===== src/rtl/cfgh_pkg.sv =====
`timescale 1ns/1ps
package cfgh_pkg;

    typedef enum logic [2:0] {
        ST_IDLE   = 3'd0,
        ST_SELECT = 3'd1,
        ST_WRITE  = 3'd2,
        ST_HOLD   = 3'd3,
        ST_READ   = 3'd4,
        ST_FINISH = 3'd5
    } cfgh_state_e;

    typedef enum logic [1:0] {
        FIN_CS   = 2'd0,
        FIN_WR   = 2'd1,
        FIN_DONE = 2'd2
    } cfgh_fin_e;

    // mode pin levels: bit0 = M0, bit1 = M1, bit2 = M2
    localparam logic [2:0] CFGH_MODE_BYTE = 3'b110;

endpackage


===== src/rtl/cfgh_bitrev.sv =====
`timescale 1ns/1ps
module cfgh_bitrev #(
    parameter int W = 8
) (
    input  logic [W-1:0] in_i,
    output logic [W-1:0] out_o
);
    for (genvar gi = 0; gi < W; gi++) begin : g_swap
        assign out_o[gi] = in_i[W-1-gi];
    end
endmodule


===== src/rtl/cfgh_clkgen.sv =====
`timescale 1ns/1ps
module cfgh_clkgen #(
    parameter int DIV_W = 8
) (
    input  logic             clk,
    input  logic             rst_n,
    input  logic             en_i,
    input  logic             run_i,
    input  logic [DIV_W-1:0] half_i,
    output logic             cclk_o,
    output logic             rise_o,
    output logic             fall_o
);
    logic [DIV_W-1:0] cnt_d, cnt_q;
    logic             cclk_d, cclk_q;
    logic             phase_end;

    assign phase_end = (cnt_q >= half_i);

    always_comb begin
        cnt_d  = cnt_q;
        cclk_d = cclk_q;
        rise_o = 1'b0;
        fall_o = 1'b0;
        if (!en_i) begin
            cnt_d  = '0;
            cclk_d = 1'b0;
        end else if (cclk_q) begin
            if (phase_end) begin
                cclk_d = 1'b0;
                cnt_d  = '0;
                fall_o = 1'b1;
            end else begin
                cnt_d = cnt_q + DIV_W'(1);
            end
        end else begin
            if (phase_end) begin
                if (run_i) begin
                    cclk_d = 1'b1;
                    cnt_d  = '0;
                    rise_o = 1'b1;
                end
            end else begin
                cnt_d = cnt_q + DIV_W'(1);
            end
        end
    end

    always_ff @(posedge clk or negedge rst_n) begin
        if (!rst_n) begin
            cnt_q  <= '0;
            cclk_q <= 1'b0;
        end else begin
            cnt_q  <= cnt_d;
            cclk_q <= cclk_d;
        end
    end

    assign cclk_o = cclk_q;


    rise_needs_run_chk: assert property (@(posedge clk) disable iff (!rst_n)
        $rose(cclk_q) |-> $past(run_i));


    en_low_clock_low_chk: assert property (@(posedge clk) disable iff (!rst_n)
        !$past(en_i) |-> !cclk_q);

endmodule


===== src/rtl/cfg_byte_host.sv =====
`timescale 1ns/1ps
module cfg_byte_host
    import cfgh_pkg::*;
#(
    parameter int DATA_W = 8,
    parameter int DIV_W  = 8,
    parameter int LEN_W  = 16
) (
    input  logic              clk,
    input  logic              rst_n,
    input  logic [DIV_W-1:0]  div_i,
    input  logic              s_valid_i,
    input  logic [DATA_W-1:0] s_data_i,
    input  logic              s_last_i,
    output logic              s_ready_o,
    input  logic              rb_start_i,
    input  logic [LEN_W-1:0]  rb_len_i,
    output logic              rb_valid_o,
    output logic [DATA_W-1:0] rb_data_o,
    output logic              done_o,
    output logic [2:0]        mode_o,
    output logic              cclk_o,
    output logic              cs_o,
    output logic              wr_o,
    output logic [DATA_W-1:0] d_o,
    output logic              d_oe_o,
    input  logic [DATA_W-1:0] d_i,
    input  logic              busy_i,
    input  logic              done_i
);

    typedef struct packed {
        cfgh_state_e       state;
        cfgh_fin_e         step;
        logic [DATA_W-1:0] data;
        logic              full;
        logic              last;
        logic              cs;
        logic              wr;
        logic              rd;
        logic [LEN_W-1:0]  cnt;
        logic [DATA_W-1:0] rb_data;
        logic              rb_valid;
        logic              done;
    } regs_t;

    regs_t r_d, r_q;

    logic [DATA_W-1:0] tx_rev;
    logic [DATA_W-1:0] rx_rev;
    logic              clk_en, clk_run;
    logic              rise, fall;
    logic              rb_go;
    logic              ready;
    logic              load;

    cfgh_bitrev #(.W(DATA_W)) u_tx_rev (
        .in_i  (s_data_i),
        .out_o (tx_rev)
    );

    cfgh_bitrev #(.W(DATA_W)) u_rx_rev (
        .in_i  (d_i),
        .out_o (rx_rev)
    );

    assign clk_en  = (r_q.state == ST_WRITE) || (r_q.state == ST_HOLD) ||
                     (r_q.state == ST_READ)  || (r_q.state == ST_FINISH);
    assign clk_run = (((r_q.state == ST_WRITE) || (r_q.state == ST_HOLD)) && r_q.full) ||
                     ((r_q.state == ST_READ) && (r_q.cnt != '0));

    cfgh_clkgen #(.DIV_W(DIV_W)) u_clkgen (
        .clk    (clk),
        .rst_n  (rst_n),
        .en_i   (clk_en),
        .run_i  (clk_run),
        .half_i (div_i),
        .cclk_o (cclk_o),
        .rise_o (rise),
        .fall_o (fall)
    );

    assign rb_go = rb_start_i && (rb_len_i != '0);

    always_comb begin
        ready = 1'b0;
        unique case (r_q.state)
            ST_IDLE:   ready = !rb_go;
            ST_SELECT: ready = !r_q.rd;
            ST_WRITE,
            ST_HOLD:   ready = 1'b1;
            default:   ready = 1'b0;
        endcase
        ready = ready && !r_q.full && !busy_i;
    end

    assign load = s_valid_i && ready;

    always_comb begin
        r_d          = r_q;
        r_d.rb_valid = 1'b0;
        unique case (r_q.state)
            ST_IDLE: begin
                if (r_q.full) begin
                    r_d.state = ST_SELECT;
                    r_d.wr    = 1'b1;
                    r_d.rd    = 1'b0;
                    r_d.done  = 1'b0;
                end else if (rb_go) begin
                    r_d.state = ST_SELECT;
                    r_d.wr    = 1'b0;
                    r_d.rd    = 1'b1;
                    r_d.cnt   = rb_len_i;
                    r_d.done  = 1'b0;
                end
            end
            ST_SELECT: begin
                r_d.cs    = 1'b1;
                r_d.state = r_q.rd ? ST_READ : ST_WRITE;
            end
            ST_WRITE, ST_HOLD: begin
                if (rise) begin
                    if (busy_i) begin
                        r_d.state = ST_HOLD;
                    end else begin
                        r_d.full  = 1'b0;
                        r_d.step  = FIN_CS;
                        r_d.state = r_q.last ? ST_FINISH : ST_WRITE;
                    end
                end
            end
            ST_READ: begin
                if (rise) begin
                    r_d.rb_data  = rx_rev;
                    r_d.rb_valid = 1'b1;
                    r_d.cnt      = r_q.cnt - LEN_W'(1);
                    if (r_q.cnt == LEN_W'(1)) begin
                        r_d.state = ST_FINISH;
                        r_d.step  = FIN_CS;
                    end
                end
            end
            ST_FINISH: begin
                unique case (r_q.step)
                    FIN_CS: begin
                        if (!cclk_o) begin
                            r_d.cs   = 1'b0;
                            r_d.step = FIN_WR;
                        end
                    end
                    FIN_WR: begin
                        r_d.wr   = 1'b0;
                        r_d.step = FIN_DONE;
                    end
                    default: begin
                        if (done_i) begin
                            r_d.done  = 1'b1;
                            r_d.rd    = 1'b0;
                            r_d.state = ST_IDLE;
                        end
                    end
                endcase
            end
            default: r_d.state = ST_IDLE;
        endcase

        if (load) begin
            r_d.data = tx_rev;
            r_d.full = 1'b1;
            r_d.last = s_last_i;
        end
    end

    always_ff @(posedge clk or negedge rst_n) begin
        if (!rst_n) begin
            r_q <= '0;
        end else begin
            r_q <= r_d;
        end
    end

    assign s_ready_o  = ready;
    assign rb_valid_o = r_q.rb_valid;
    assign rb_data_o  = r_q.rb_data;
    assign done_o     = r_q.done;
    assign mode_o     = CFGH_MODE_BYTE;
    assign cs_o       = r_q.cs;
    assign wr_o       = r_q.wr;
    assign d_o        = r_q.data;
    assign d_oe_o     = r_q.wr;


    clock_needs_select_chk: assert property (@(posedge clk) disable iff (!rst_n)
        !cs_o |-> !cclk_o);


    hold_on_busy_chk: assert property (@(posedge clk) disable iff (!rst_n)
        (cs_o && wr_o && busy_i) |=> $stable(d_o));


    ready_gate_chk: assert property (@(posedge clk) disable iff (!rst_n)
        s_ready_o |-> !busy_i);


    wr_before_cs_chk: assert property (@(posedge clk) disable iff (!rst_n)
        $rose(wr_o) |-> !cs_o);


    wr_steady_chk: assert property (@(posedge clk) disable iff (!rst_n)
        (cs_o && cclk_o) |=> $stable(wr_o));


    cs_fall_low_chk: assert property (@(posedge clk) disable iff (!rst_n)
        $fell(cs_o) |-> !cclk_o);


    done_quiet_chk: assert property (@(posedge clk) disable iff (!rst_n)
        done_o |-> (!cs_o && !wr_o));


    rb_direction_chk: assert property (@(posedge clk) disable iff (!rst_n)
        rb_valid_o |-> (cs_o && !wr_o));

endmodule


===== config.mk =====
export PLATFORM = sky130hd
export DESIGN_NAME = cfg_byte_host
export DESIGN_NICKNAME = d
export VERILOG_FILES = /design/src/rtl/cfgh_pkg.sv /design/src/rtl/cfgh_bitrev.sv /design/src/rtl/cfgh_clkgen.sv /design/src/rtl/cfg_byte_host.sv
export SDC_FILE = /design/constraint.sdc
export NUM_CORES = 1
export LEC_CHECK = 0
export BUFFER_PORTS_ARGS = -buffer_cell sky130_fd_sc_hd__buf_2
export CELL_PAD_IN_SITES_DETAIL_PLACEMENT = 1
export CELL_PAD_IN_SITES_GLOBAL_PLACEMENT = 1
export CORE_ASPECT_RATIO = 0.75
export CORE_MARGIN = 2
export CORE_UTILIZATION = 40
export DETAILED_ROUTE_END_ITERATION = 12
export PLACE_DENSITY = 0.77
export SYNTH_ARGS = -nofsm -noshare
export SYNTH_HDL_FRONTEND = slang
export SYNTH_SLANG_ARGS = --single-unit

===== constraint.sdc =====
create_clock -name clk -period 5.54 [get_ports clk]
set_input_delay 0.554 -clock clk [delete_from_list [all_inputs] [get_ports clk]]
set_output_delay 0.554 -clock clk [all_outputs]
set_load 0.02 [all_outputs]

Word level (Yosys, flattened, before mapping):

Index checks and enable logic that the tools add are counted.

* add/sub/neg operators: 2
* equality and inequality tests: 23
* multiplexer cells: 50
* reduce and logical (&&, ||, !) cells: 34
* order comparisons: 1

Operators with widths (count)
* $mux 8: 5
* $pmux 16 s2: 1
* $reduce_bool 16->1: 2
* $mux 25: 1
* $mux 3: 7
* $mux 1: 20
* $mux 18: 1
* $eq 16x1->1 const B: 1
* $mux 16: 1
* $ne 2x2->1 const B: 8
* $sub 16x1->16 const B: 1
* $mux 5: 3
* $pmux 3 s5: 1
* $reduce_bool 2->1: 5
* $reduce_and 3->1: 3
* $add 8x1->8 const B: 1
* $ge 8x8->1: 1
* $mux 2: 4
* $ne 2x1->1 const B: 4
* $pmux 2 s2: 2
* $reduce_and 4->1: 2
* $reduce_and 7->1: 1
* $eq 3x2->1 const B: 2
* $eq 3x3->1 const B: 2
* other kinds (17): 31

* register bits after elaboration: 53
* output and inout bits: 26

Depth between registers and ports, before layout:

* word-level depth: 11
* gate-level depth with buffers: 10
* depth with buffers taken out: 9

Hierarchy:

From an unflattened synthesis, not the netlist that was laid out.

* cell total of the unflattened synthesis: 382
* area, all modules: 3427.0 um^2

Modules (own cells, without submodules)
* cfg_byte_host: area an instance 2547.4 um^2, instances 1, sequential area each 1101.1 um^2, cells each 282
* cfgh_clkgen: area an instance 759.5 um^2, instances 1, sequential area each 225.2 um^2, cells each 84
* cfgh_bitrev: area an instance 60.1 um^2, instances 2, sequential area each 0.0 um^2, cells each 8

Least setup slack after synthesis:

OpenSTA, ideal clock, no wires.

* path kind: input port to output port
* start point: input rb_len_i[3]
* end point: output s_ready_o
* required time: 4.986 ns
* slack: 3.013 ns
* arrival time: 1.973 ns
* stages: 5
* cell sequence: or4_1 -> o41ai_1 -> nand2_1 -> a21oi_1 -> and2_1

* cells in the longest elaborated chain, start to end: 6

Ends and longest elaborated chain
* start: declaration: RTL line cfg_byte_host.sv:17 `input logic [LEN_W-1:0] rb_len_i,`
* $reduce_bool 16->1: RTL line cfg_byte_host.sv:83 `assign rb_go = rb_start_i && (rb_len_i != '0);`
* $logic_and 1x1->1: RTL line cfg_byte_host.sv:83
* $logic_not 1->1: RTL line cfg_byte_host.sv:88 `ST_IDLE: ready = !rb_go;`
* $pmux 1 s3: RTL line cfg_byte_host.sv:87 `unique case (r_q.state)`
* $logic_and 1x1->1 (2 in series): RTL line cfg_byte_host.sv:94 `ready = ready && !r_q.full && !busy_i;`
* end: declaration: RTL line cfg_byte_host.sv:15 `output logic s_ready_o,`

No other way between the ends.

Worst setup path after layout:

* start point: register u_clkgen.cnt_q[0]
* end point: register r_q[41] (netlist name)

* cells in the longest elaborated chain, start to end: 6
* elaborated cells between the ends (all ways): 7
* those cells by class: order compare: 1; eq/ne: 2; mux: 3; reduce/logical: 1

Ends and longest elaborated chain
* start: declaration: RTL line cfgh_clkgen.sv:14 `logic [DIV_W-1:0] cnt_d, cnt_q;`
* start signal: assignment: RTL line cfgh_clkgen.sv:54 `cnt_q <= cnt_d;`
* $ge 8x8->1 *: RTL line cfgh_clkgen.sv:18 `assign phase_end = (cnt_q >= half_i);`
* $mux 1 *: RTL line cfgh_clkgen.sv:37 `if (phase_end) begin`
* $mux 1 *: RTL line cfgh_clkgen.sv:28 `end else if (cclk_q) begin`
* $mux 1 *: RTL line cfgh_clkgen.sv:25 `if (!en_i) begin`
* $ne 2x2->1 (no source line)
* $reduce_and 6->1 (no source line) *
* end signal: assignment: RTL line cfg_byte_host.sv:178 `r_q <= r_d;`
* end: declaration: RTL line cfg_byte_host.sv:47 `regs_t r_d, r_q;`

Mark *: on every way between the ends. The rest lies on a longest branch, timed or not.
A chain may end at the register's enable or synchronous reset.

==> reports/qor.log <==
[grt] global routing's busiest layer met1
[critical_path] Worst Path Required 5.75 ns
[power] largest vdd supply drop 168 µV
[detailed_routing] via count normalized by instance count 5.72
[sta] achievable clock frequency 307 MHz
[clock_network] Reg clk slew, reported paths 0.10 ns
[grt] met3 usage 0.0314
[final_layout] most common library cell in the layout ignoring fill and taps buf_2
[sta] sum of negative setup slack 0 ns
[detailed_routing] number of DRC markers after the initial detailed-route iteration 229
[floorplan] overall die width 110 µm
[grt] via count of the first global-routing pass 2987
[floorplan] initial core utilization 0.419
[power] LEAKAGE 1.80 nW
[sta] maximum clock skew at final layout 0.00533 ns
[critical_path] path length in cells of the critical path 9
[critical_path] Setup Crit Path Kind register to register
[place] dpl cells 515
[clock_network] clock sink total 53
[power] fraction of power spent switching nets 0.418
[critical_path] data arrival time of the critical path 3.46 ns
[grt] antenna violations before repair 0
[power] power share of the combinational group 0.401
[min_path] worst min-delay path category input port to async pin
[synth] Post-Syn Area 3350 µm²
[detailed_routing] aggregate routed wire length 8970 µm
[clock_network] clock latency on the worst-skew pair 0.31 ns
[critical_path] largest fanout of any net on the critical path 22
[critical_path] Crit-path slowest cell a2111o_1
[power] clock network power share 0.167
[power] Internal Dissipation 0.830 mW
[synth] total of warnings raised by yosys 0
[power] Pwr Total 1.42 mW
[floorplan] overall die height 83.2 µm
[grt] overall fraction of global-route tracks in use 0.205
[synth] fraction of post-synthesis cell area in the top cell type by area 0.396
[critical_path] critical path launch point type register
[floorplan] die area 9120 µm²
[clock_network] total setup buffers inserted after CTS 0
[sta] worst slew margin relative to its limit 0.385
[clock_network] number of hold-repair buffers added at the cts stage 0
[floorplan] floorplan row count 28
[critical_path] Slowest Stage Delay on Critical Path 0.46 ns
[sta] final number of setup-violating endpoints 0
[sta] final worst-path cycle share 0.588
[sta] final slew viol count 0
[synth] sequential area share after synthesis 0.396
[synth] Yosys reg bits 53
[detailed_routing] number of remaining DRC errors 0
[clock_network] H-tree level count 2
[clock_network] TritonCTS clock tree done
[power] net switching component of the power 0.595 mW
[clock_network] master cell of the clock root buffer clkbuf_8
[critical_path] Largest delay share family, worst path compound AO/OA/AOI/OAI gates
[synth] proportion of register bits with asynchronous set or reset after synthesis 1.00
[sta] Hold Fails Final Rpt 0
[detailed_routing] drt wl/cell 17.1 µm
[critical_path] origin of the critical flop-to-flop path u_clkgen.cnt_q[0]$_DFFE_PN0P_
[grt] first-pass GRT wire length 14900 µm
[sta] setup repair after global routing missed its margin false
[floorplan] top-level I/O count 73
[critical_path] list of cells traversed by the critical path inv_1 -> ha_1 -> nand2b_1 -> a2111o_1 -> a32o_1 -> nand3_2 -> inv_2 -> a22oi_1 -> mux2_2
[final_layout] Post-layout nets 476
[clock_network] number of resized instances in the post-cts repair step 0
[grt] total congestion overflow after global routing 0
[critical_path] nature of the critical path endpoint register
[final_layout] area overhead of the layout relative to synthesis 10.7%
[critical_path] path depth of the worst reg2reg path 9
[critical_path] Critical path buffers and inverters 2
[detailed_routing] routed via count 2989
[final_layout] number of diodes 0
[power] portion of total power attributed to sequential cells 0.432
[place] GPL Wtd Cong 0.888
[synth] syn avg cell area 8.95 µm²
[final_layout] highest-count cells in the layout ignoring fill and taps buf_2 (69), dfrtp_1 (53), nand2_1 (48), nor2_1 (22)
[place] # port buffers 69
[grt] maximum number of pins on one net before global-route repair 54
[synth] top cells by area in the synthesized netlist dfrtp_1 (40%), nand2_1 (5.4%), buf_4 (4.7%)
[synth] post-synthesis instance total 374
[power] power density of the placed cells 384 nW/µm²
[critical_path] startpoint of the worst setup timing path u_clkgen.cnt_q[0]$_DFFE_PN0P_
[final_layout] Final Non-Filler Cells 523
[floorplan] standard cell core area 7990 µm²
[grt] met2 usage 0.304
[grt] Global Route met1 Usage 0.306
[final_layout] share of layout cells above drive strength 1 0.239
[place] half-perimeter wire length of the detailed placement result 6840 µm
[clock_network] total CTS buffers 5
[detailed_routing] number of search-and-repair iterations in the first detailed-routing pass 4
[synth] number of synthesized flops with an enable pin 0
[clock_network] Clock Path Buffers 2
[synth] biggest area consumer among synthesized cells dfrtp_1
[job] reported max-cap violation count 0
[synth] Netlist cell types 61
[status] status completed
[final_layout] fill cell count 986
[sta] slew at the pin with the worst max-slew slack 0.916 ns
[sta] shortest period the worst path allows 3.26 ns
[synth] leading register cell type out of synthesis dfrtp_1
[detailed_routing] residual antenna-violating net count after detailed routing 0
flip-flops by register name, indices dropped and copies added (netlist names):
name / cells
u_clkgen.cclk_o: 1
rb_data_o: 8
r_q: 24
d_o: 8
cs_o: 1
done_o: 1
rb_valid_o: 1
u_clkgen.cnt_q: 8
d_oe_o: 1
power by group through the flow:
stage               clock, mW  combinational (mW)  sequential, mW
floorplan                   0               0.470           0.577
global placement            0               0.547           0.612
finish                  0.238               0.571           0.615
CTS                     0.247               0.571           0.613
detailed placement          0               0.570           0.620
global route            0.264               0.634           0.634
logic make-up (layout without fill, tap and decap cells):
logic type / after synthesis / count (layout) / share of synthesized area
simple gates: 131 / 131 / 0.196
other cells: 2 / 3 / 0.00224
compound gates: 101 / 101 / 0.212
buf+inv: 57 / 100 / 0.0935
xor+xnor: 8 / 8 / 0.0209
fa+ha+maj: 12 / 12 / 0.0449
mux: 10 / 10 / 0.0336
flops: 53 / 53 / 0.396
through the flow:
stage	utilization	area [µm²]	hold slack [ns]	worst slack (ns)
after floorplan	-	3350	0.258	3.01
after CTS	0.464	3700	0.374	2.32
after global placement	0.451	3600	0.462	2.22
final	0.464	3700	0.351	2.28
after global routing	0.464	3700	0.412	2.07
after detailed placement	0.451	3600	0.459	2.08
synth_stat cells, types with 3 or more instances:
master,count
or2_2,3
nand3b_1,3
a311oi_1,3
and2_1,3
or4_1,5
o41ai_1,4
clkbuf_1,8
xnor2_1,6
buf_2,4
a31oi_1,11
nand4_1,4
nor3_1,8
dfrtp_1,53
nor2_1,22
nand3_1,7
o2bb2ai_1,3
a31o_2,3
a21oi_1,21
a32oi_1,5
inv_1,21
nand2b_1,4
ha_1,12
nor4_1,4
nor2b_1,4
a211oi_1,3
o32ai_1,3
buf_4,21
mux2_2,10
nand2_1,48
o21a_1,6
and3_1,5
o21ai_0,15
layer usage:
| layer | wire, µm | vias up |
|---|---|---|
| li1 | - | 1413 |
| met1 | 4310 | 1456 |
| met2 | 3950 | 101 |
| met3 | 518 | 19 |
| met4 | 193 | 0 |
| met5 | 0 | - |
worst paths after layout:
path	slack (ns)	endpoint
min	0.35	d_o[6]$_DFFE_PN0P_
max	2.28	r_q[41]$_DFFE_PN0P_
max reg2reg	2.28	r_q[41]$_DFFE_PN0P_
max in group asynchronous	4.72	r_q[26]$_DFFE_PN0P_
min reg2reg	0.50	rb_data_o[5]$_DFFE_PN0P_
min in group clk	0.43	rb_data_o[4]$_DFFE_PN0P_
final cells by class:
cell class / instances / area, µm² / area share
well taps: 105 / 131 / 0.0355
multi-input cells: 265 / 1710 / 0.462
flip-flops and latches: 53 / 1330 / 0.358
inverters: 22 / 82.6 / 0.0223
repair buffers: 70 / 353 / 0.0952
clock buffers: 6 / 82.6 / 0.0223
clock inverters: 2 / 17.5 / 0.00473
Note: power is estimated with default switching activity, not from simulation.
